$ cat src/rtl/eg_pkg.sv
package eg_pkg;
  typedef logic [1:0] bp_t;
  localparam int STS_WIP = 0;
  localparam int STS_WEL = 1;
  localparam int STS_BP_LO = 2;
  localparam int STS_BP_HI = 3;
endpackage

$ cat src/rtl/eg_region_dec.sv
module eg_region_dec #(
  parameter int AW = 9
) (
  input  eg_pkg::bp_t    bp,
  output logic           prot_en,
  output logic [AW-1:0]  prot_base
);
  localparam logic [AW-1:0] QTR_BASE  = {2'b11, {(AW-2){1'b0}}};
  localparam logic [AW-1:0] HALF_BASE = {1'b1, {(AW-1){1'b0}}};

  always_comb begin
    prot_en   = 1'b1;
    prot_base = '0;
    unique case (bp)
      2'b00: prot_en   = 1'b0;
      2'b01: prot_base = QTR_BASE;
      2'b10: prot_base = HALF_BASE;
      default: prot_base = '0;
    endcase
  end
endmodule

$ cat src/rtl/eg_gate.sv
module eg_gate #(
  parameter int AW     = 9,
  parameter int PAGE_W = 4
) (
  input  logic          wel,
  input  logic          wip,
  input  logic          wp_n,
  input  logic          arr_req,
  input  logic          sts_req,
  input  logic [AW-1:0] addr,
  input  logic          prot_en,
  input  logic [AW-1:0] prot_base,
  output logic          arr_ok,
  output logic          sts_ok
);
  logic [AW-1:0] page_addr;
  logic          hit;

  generate
    if (PAGE_W == 0) begin : g_byte
      assign page_addr = addr;
    end else begin : g_page
      assign page_addr = {addr[AW-1:PAGE_W], {PAGE_W{1'b0}}};
    end
  endgenerate

  assign hit    = prot_en && (page_addr >= prot_base);
  assign arr_ok = arr_req && wel && !wip && wp_n && !hit;
  assign sts_ok = sts_req && wel && !wip && wp_n;
endmodule

$ cat src/rtl/eg_status_core.sv
module eg_status_core (
  input  logic        clk,
  input  logic        rst_n,
  input  logic        wren,
  input  logic        wrdi,
  input  logic        wp_n,
  input  logic        cyc_done,
  input  logic        start_arr,
  input  logic        start_sts,
  input  eg_pkg::bp_t new_bp,
  output logic        wip,
  output logic        wel,
  output eg_pkg::bp_t bp
);
  logic        wip_d, wel_d, pend_d, pend_q, bp_en, finish;
  eg_pkg::bp_t pbp_d, pbp_q;

  assign finish = wip && cyc_done;
  assign bp_en  = finish && pend_q;

  always_comb begin
    wip_d  = wip;
    pend_d = pend_q;
    pbp_d  = pbp_q;
    if (finish) begin
      wip_d  = 1'b0;
      pend_d = 1'b0;
    end else if (start_arr || start_sts) begin
      wip_d  = 1'b1;
      pend_d = start_sts;
      pbp_d  = new_bp;
    end
    if (!wp_n || wrdi || finish) wel_d = 1'b0;
    else if (wren)               wel_d = 1'b1;
    else                         wel_d = wel;
  end

  always_ff @(posedge clk or negedge rst_n) begin
    if (!rst_n) begin
      wip    <= 1'b0;
      wel    <= 1'b0;
      pend_q <= 1'b0;
      pbp_q  <= '0;
    end else begin
      wip    <= wip_d;
      wel    <= wel_d;
      pend_q <= pend_d;
      pbp_q  <= pbp_d;
    end
  end

  always_ff @(posedge clk or negedge rst_n) begin
    if (!rst_n)     bp <= '0;
    else if (bp_en) bp <= pbp_q;
  end
endmodule

$ cat src/rtl/eeprom_guard.sv
module eeprom_guard #(
  parameter int AW     = 9,
  parameter int PAGE_W = 4
) (
  input  logic          clk,
  input  logic          rst_n,
  input  logic          wren_evt,
  input  logic          wrdi_evt,
  input  logic          arr_wr_req,
  input  logic          sts_wr_req,
  input  logic [AW-1:0] tgt_addr,
  input  logic [7:0]    sts_wdata,
  input  logic          wp_n,
  input  logic          cyc_done,
  output logic [7:0]    status_q,
  output logic          wr_permit,
  output logic          prot_en,
  output logic [AW-1:0] prot_base
);
  logic [1:0]  rst_sync;
  logic        core_rst_n, wip, wel, arr_ok, sts_ok;
  eg_pkg::bp_t bp;
  logic        unused_wdata;

  always_ff @(posedge clk or negedge rst_n) begin
    if (!rst_n) rst_sync <= 2'b00;
    else        rst_sync <= {rst_sync[0], 1'b1};
  end
  assign core_rst_n   = rst_sync[1];
  assign unused_wdata = ^{sts_wdata[7:4], sts_wdata[1:0]};

  eg_region_dec #(.AW(AW)) u_region (
    .bp(bp), .prot_en(prot_en), .prot_base(prot_base)
  );

  eg_gate #(.AW(AW), .PAGE_W(PAGE_W)) u_gate (
    .wel(wel), .wip(wip), .wp_n(wp_n), .arr_req(arr_wr_req),
    .sts_req(sts_wr_req), .addr(tgt_addr), .prot_en(prot_en),
    .prot_base(prot_base), .arr_ok(arr_ok), .sts_ok(sts_ok)
  );

  eg_status_core u_core (
    .clk(clk), .rst_n(core_rst_n), .wren(wren_evt), .wrdi(wrdi_evt),
    .wp_n(wp_n), .cyc_done(cyc_done), .start_arr(arr_ok),
    .start_sts(sts_ok), .new_bp(sts_wdata[eg_pkg::STS_BP_HI:eg_pkg::STS_BP_LO]),
    .wip(wip), .wel(wel), .bp(bp)
  );

  assign wr_permit = arr_ok || sts_ok;

  always_comb begin
    status_q = 8'h00;
    status_q[eg_pkg::STS_WIP] = wip;
    status_q[eg_pkg::STS_WEL] = wel;
    status_q[eg_pkg::STS_BP_HI:eg_pkg::STS_BP_LO] = bp;
  end
endmodule

$ cat config.mk
export PLATFORM = sky130hd
export DESIGN_NAME = eeprom_guard
export DESIGN_NICKNAME = d
export VERILOG_FILES = /design/src/rtl/eg_pkg.sv /design/src/rtl/eg_region_dec.sv /design/src/rtl/eg_gate.sv /design/src/rtl/eg_status_core.sv /design/src/rtl/eeprom_guard.sv
export SDC_FILE = /design/constraint.sdc
export NUM_CORES = 1
export LEC_CHECK = 0
export BUFFER_PORTS_ARGS = -buffer_cell sky130_fd_sc_hd__buf_2
export CAP_MARGIN = 30
export CORE_MARGIN = 4
export CORE_UTILIZATION = 42
export DETAILED_ROUTE_END_ITERATION = 10
export PLACE_DENSITY = 0.82
export SKIP_CTS_REPAIR_TIMING = 1
export SLEW_MARGIN = 20
export SYNTH_ARGS = -nofsm -noshare
export SYNTH_HDL_FRONTEND = slang
export SYNTH_SLANG_ARGS = --single-unit
$ cat constraint.sdc
create_clock -name clk -period 6.52 [get_ports clk]
set_clock_uncertainty 0.1 [all_clocks]
set_input_delay 1.304 -clock clk [delete_from_list [all_inputs] [get_ports clk]]
set_output_delay 1.304 -clock clk [all_outputs]
set_load 0.05 [all_outputs]
==> impl_metrics.py <==
metrics = {
    "status": {
        "status": "completed",
    },
    "clock_network": {
        "clock-root-buffer": "clkbuf_4",
        "clk_latency_ns": 0.26,
        "cts.sinks": 9,
        "cts_buffer_depth": 2,
        "cts_tree": "built",
        "cts.htree.levels": 1,
        "clkTransAtPathRegs_ns": 0.06,
        "cts_buffers": 3,
    },
    "job": {
        "drv_cap": 0,
    },
    "floorplanning": {
        "die_h_um": 46.5,
        "start_util_pct": 46.2,
        "fp.dieW_um": 46.5,
        "core_area_sq_um": 1350,
        "boundaryPins": 44,
        "die_area_sq_um": 2160,
        "rows": 13,
    },
    "timing": {
        "rsz0062_at_grt": "no",
        "fmax_ghz": 0.245,
        "whs_ns": 0.00610,
        "finalSetupTns_ns": 0,
        "fin_crit_ns": 4.07,
        "slew_viol_final": 0,
        "hold_violations": 0,
        "fin_crit_sh_pct": 62.5,
        "setup_viol": 0,
    },
    "critical_path": {
        "rr_worst_depth": 8,
        "crit_required_ns": 5.12,
        "cpPeakStageDelay_ns": 0.33,
        "cp_common_cell": "buf_2",
        "r2r-end": "u_core.pbp_q[0]$_DFFE_PN0P_",
        "reg2reg_from": "u_core.bp[0]$_DFFE_PN0P_",
        "crit_fanout": 4,
        "crit_path_start": "tgt_addr[8]",
        "endpoint_kind": "primary output",
        "r2r_slack_ns": 4.27,
        "cp_slowest_cell": "buf_2",
        "worst-setup-path-type": "input port to primary output",
        "worstPathCellList": "buf_2, ha_1, nor4b_2, and4b_1, nor3_4, buf_2",
        "crit_arrival_ns": 2.67,
        "startpoint_type": "input port",
    },
    "synthesis": {
        "ys_seq_elements": 9,
        "syn_avg_cell_area_sq_um": 11.3,
        "synth_top_cells_by_area": "dfrtp_1, buf_4, ha_1, mux2_4, inv_1",
        "yosysSeqAreaShare_pct": 36.1,
        "yosysWarnings": 0,
        "yosysUniqueCellTypes": 22,
        "synthesis.area_sq_um": 623,
        "synth_cells": 55,
        "yosys.area.top_type": "dfrtp_1",
        "synth_top_area_share_pct": 36.1,
    },
    "finish": {
        "area_growth_pct": 15.5,
        "layout-drive-gt1-share_pct": 47.4,
        "multi_input_area_sq_um": 312,
        "regArea_sq_um": 225,
        "nNetsFinal": 108,
        "diodes": 0,
        "finalInstanceArea_sq_um": 719,
        "num-fill-cells": 136,
    },
    "grt": {
        "grt_pass1_vias": 403,
        "antenna_found_initial": 0,
        "grt_usage_pct": 10.6,
        "grt_pass1_wl_um": 1560,
        "grt_max_degree": 8,
        "grt_overflow": 0,
    },
    "placed_design": {
        "gp_congestion": 0.682,
        "placed_area_sq_um": 692,
        "port_buffers": 22,
        "post-dp-hpwl_um": 903,
    },
    "routing": {
        "drt-wirelength-per-cell_um": 10.8,
        "drt_iter0_drc": 0,
        "viasPerCell": 4.54,
        "drc": 0,
        "dr.pass1.iters": 1,
        "via_count": 422,
        "finalWirelength_um": 1010,
        "antenna_left": 0,
    },
    "hold_path": {
        "hold_path.class": "flip-flop to async pin",
    },
    "power": {
        "p_per_area_nw_per_um2": 376,
        "cellLeakagePower_nw": 0.406,
        "ir_drop_mv": 0.147,
    },
}
## cell usage after synthesis
master	instances
and2b_4	1
a31oi_4	1
o2111a_1	1
buf_4	13
and4b_1	1
nand3b_2	1
nor4b_2	1
nand3_1	2
nor3_4	1
dfrtp_1	9
inv_1	7
a32o_1	1
mux2_4	2
a21o_1	1
mux2_2	2
and3b_1	1
nand2b_2	1
a211o_1	1
nand2_1	1
conb_1	2
ha_1	4
or3b_4	1
## metal layers
layer	part of all wire, %	wire [um]	GRT usage (%)
met1	37	369	10.5
met4	1.7	17	8.52
met3	12	120	2.34
met5	0	0	0
met2	50	501	18.7
## worst max-delay path, delay by kind of cell
kind	cells	cell delay [ns]
buf+inv	2	0.43
simple gates	3	0.64
fa+ha+maj	1	0.30
## sequential cells by signal, summed over array words and instances (netlist names)
signal and count:
u_core.wel 1, u_core.wip 1, u_core.bp 2, u_core.pbp_q 2
rst_sync 2, u_core.pend_q 1
## worst max-delay path by stage
stage,to,slack [ns],cells past startpoint
after detailed placement,wr_permit,2.44,6
after global routing,wr_permit,2.39,6
after CTS,wr_permit,2.44,6
after global placement,wr_permit,2.47,6
after floorplan,wr_permit,2.55,7
final,wr_permit,2.45,6
## area by class of cell
class,instances,share of cell area (%)
Inverter,7,3.65
Tap cell,15,2.61
Clock inverter,1,0.696
Sequential cell,9,31.3
Timing Repair Buffer,22,15.3
Clock buffer,3,3.13
Multi-Input combinational cell,36,43.3
## through the flow
step	setup slack [ns]	power [mW]	cells	util (%)
after floorplan	2.55	0.210	65	-
after global placement	2.47	0.228	89	51.3
after detailed placement	2.44	0.231	89	51.3
after CTS	2.44	0.275	93	53.3
after global routing	2.39	0.291	93	53.3
final	2.45	0.270	93	53.3
## power breakdown
group	leakage [nW]	switching (mW)	internal, mW
combinational	0.274	0.103	0.0509
clock	0.0177	0.0190	0.0226
sequential	0.114	0.00782	0.0668
## cells in the final DEF (no fill, tap or decap), drive strengths merged
cell type  instances
nand3b             1
and2b              1
nor4b              1
and4b              1
inv                7
ha                 4
or3b               1
clkbuf             3
dfrtp              9
clkinv             1
a32o               1
buf               22
a21o               1
a31oi              1
nand2              1
a211o              1
o2111a             1
nor3               1
nand2b             1
nand3              2
and3b              1
conb              12
mux2               4
## cells by family after synthesis
| group | count (synthesis) | share of synthesized area (%) |
|---|---|---|
| adder cells (fa/ha/maj) | 4 | 8.03 |
| other | 2 | 1.21 |
| AND/OR/NAND/NOR | 11 | 16.9 |
| flip-flops | 9 | 36.1 |
| buffers and inverters | 20 | 19.9 |
| multiplexers | 4 | 8.43 |
| AO/OA/AOI/OAI | 5 | 9.44 |
(Power assumes the default switching activity.)
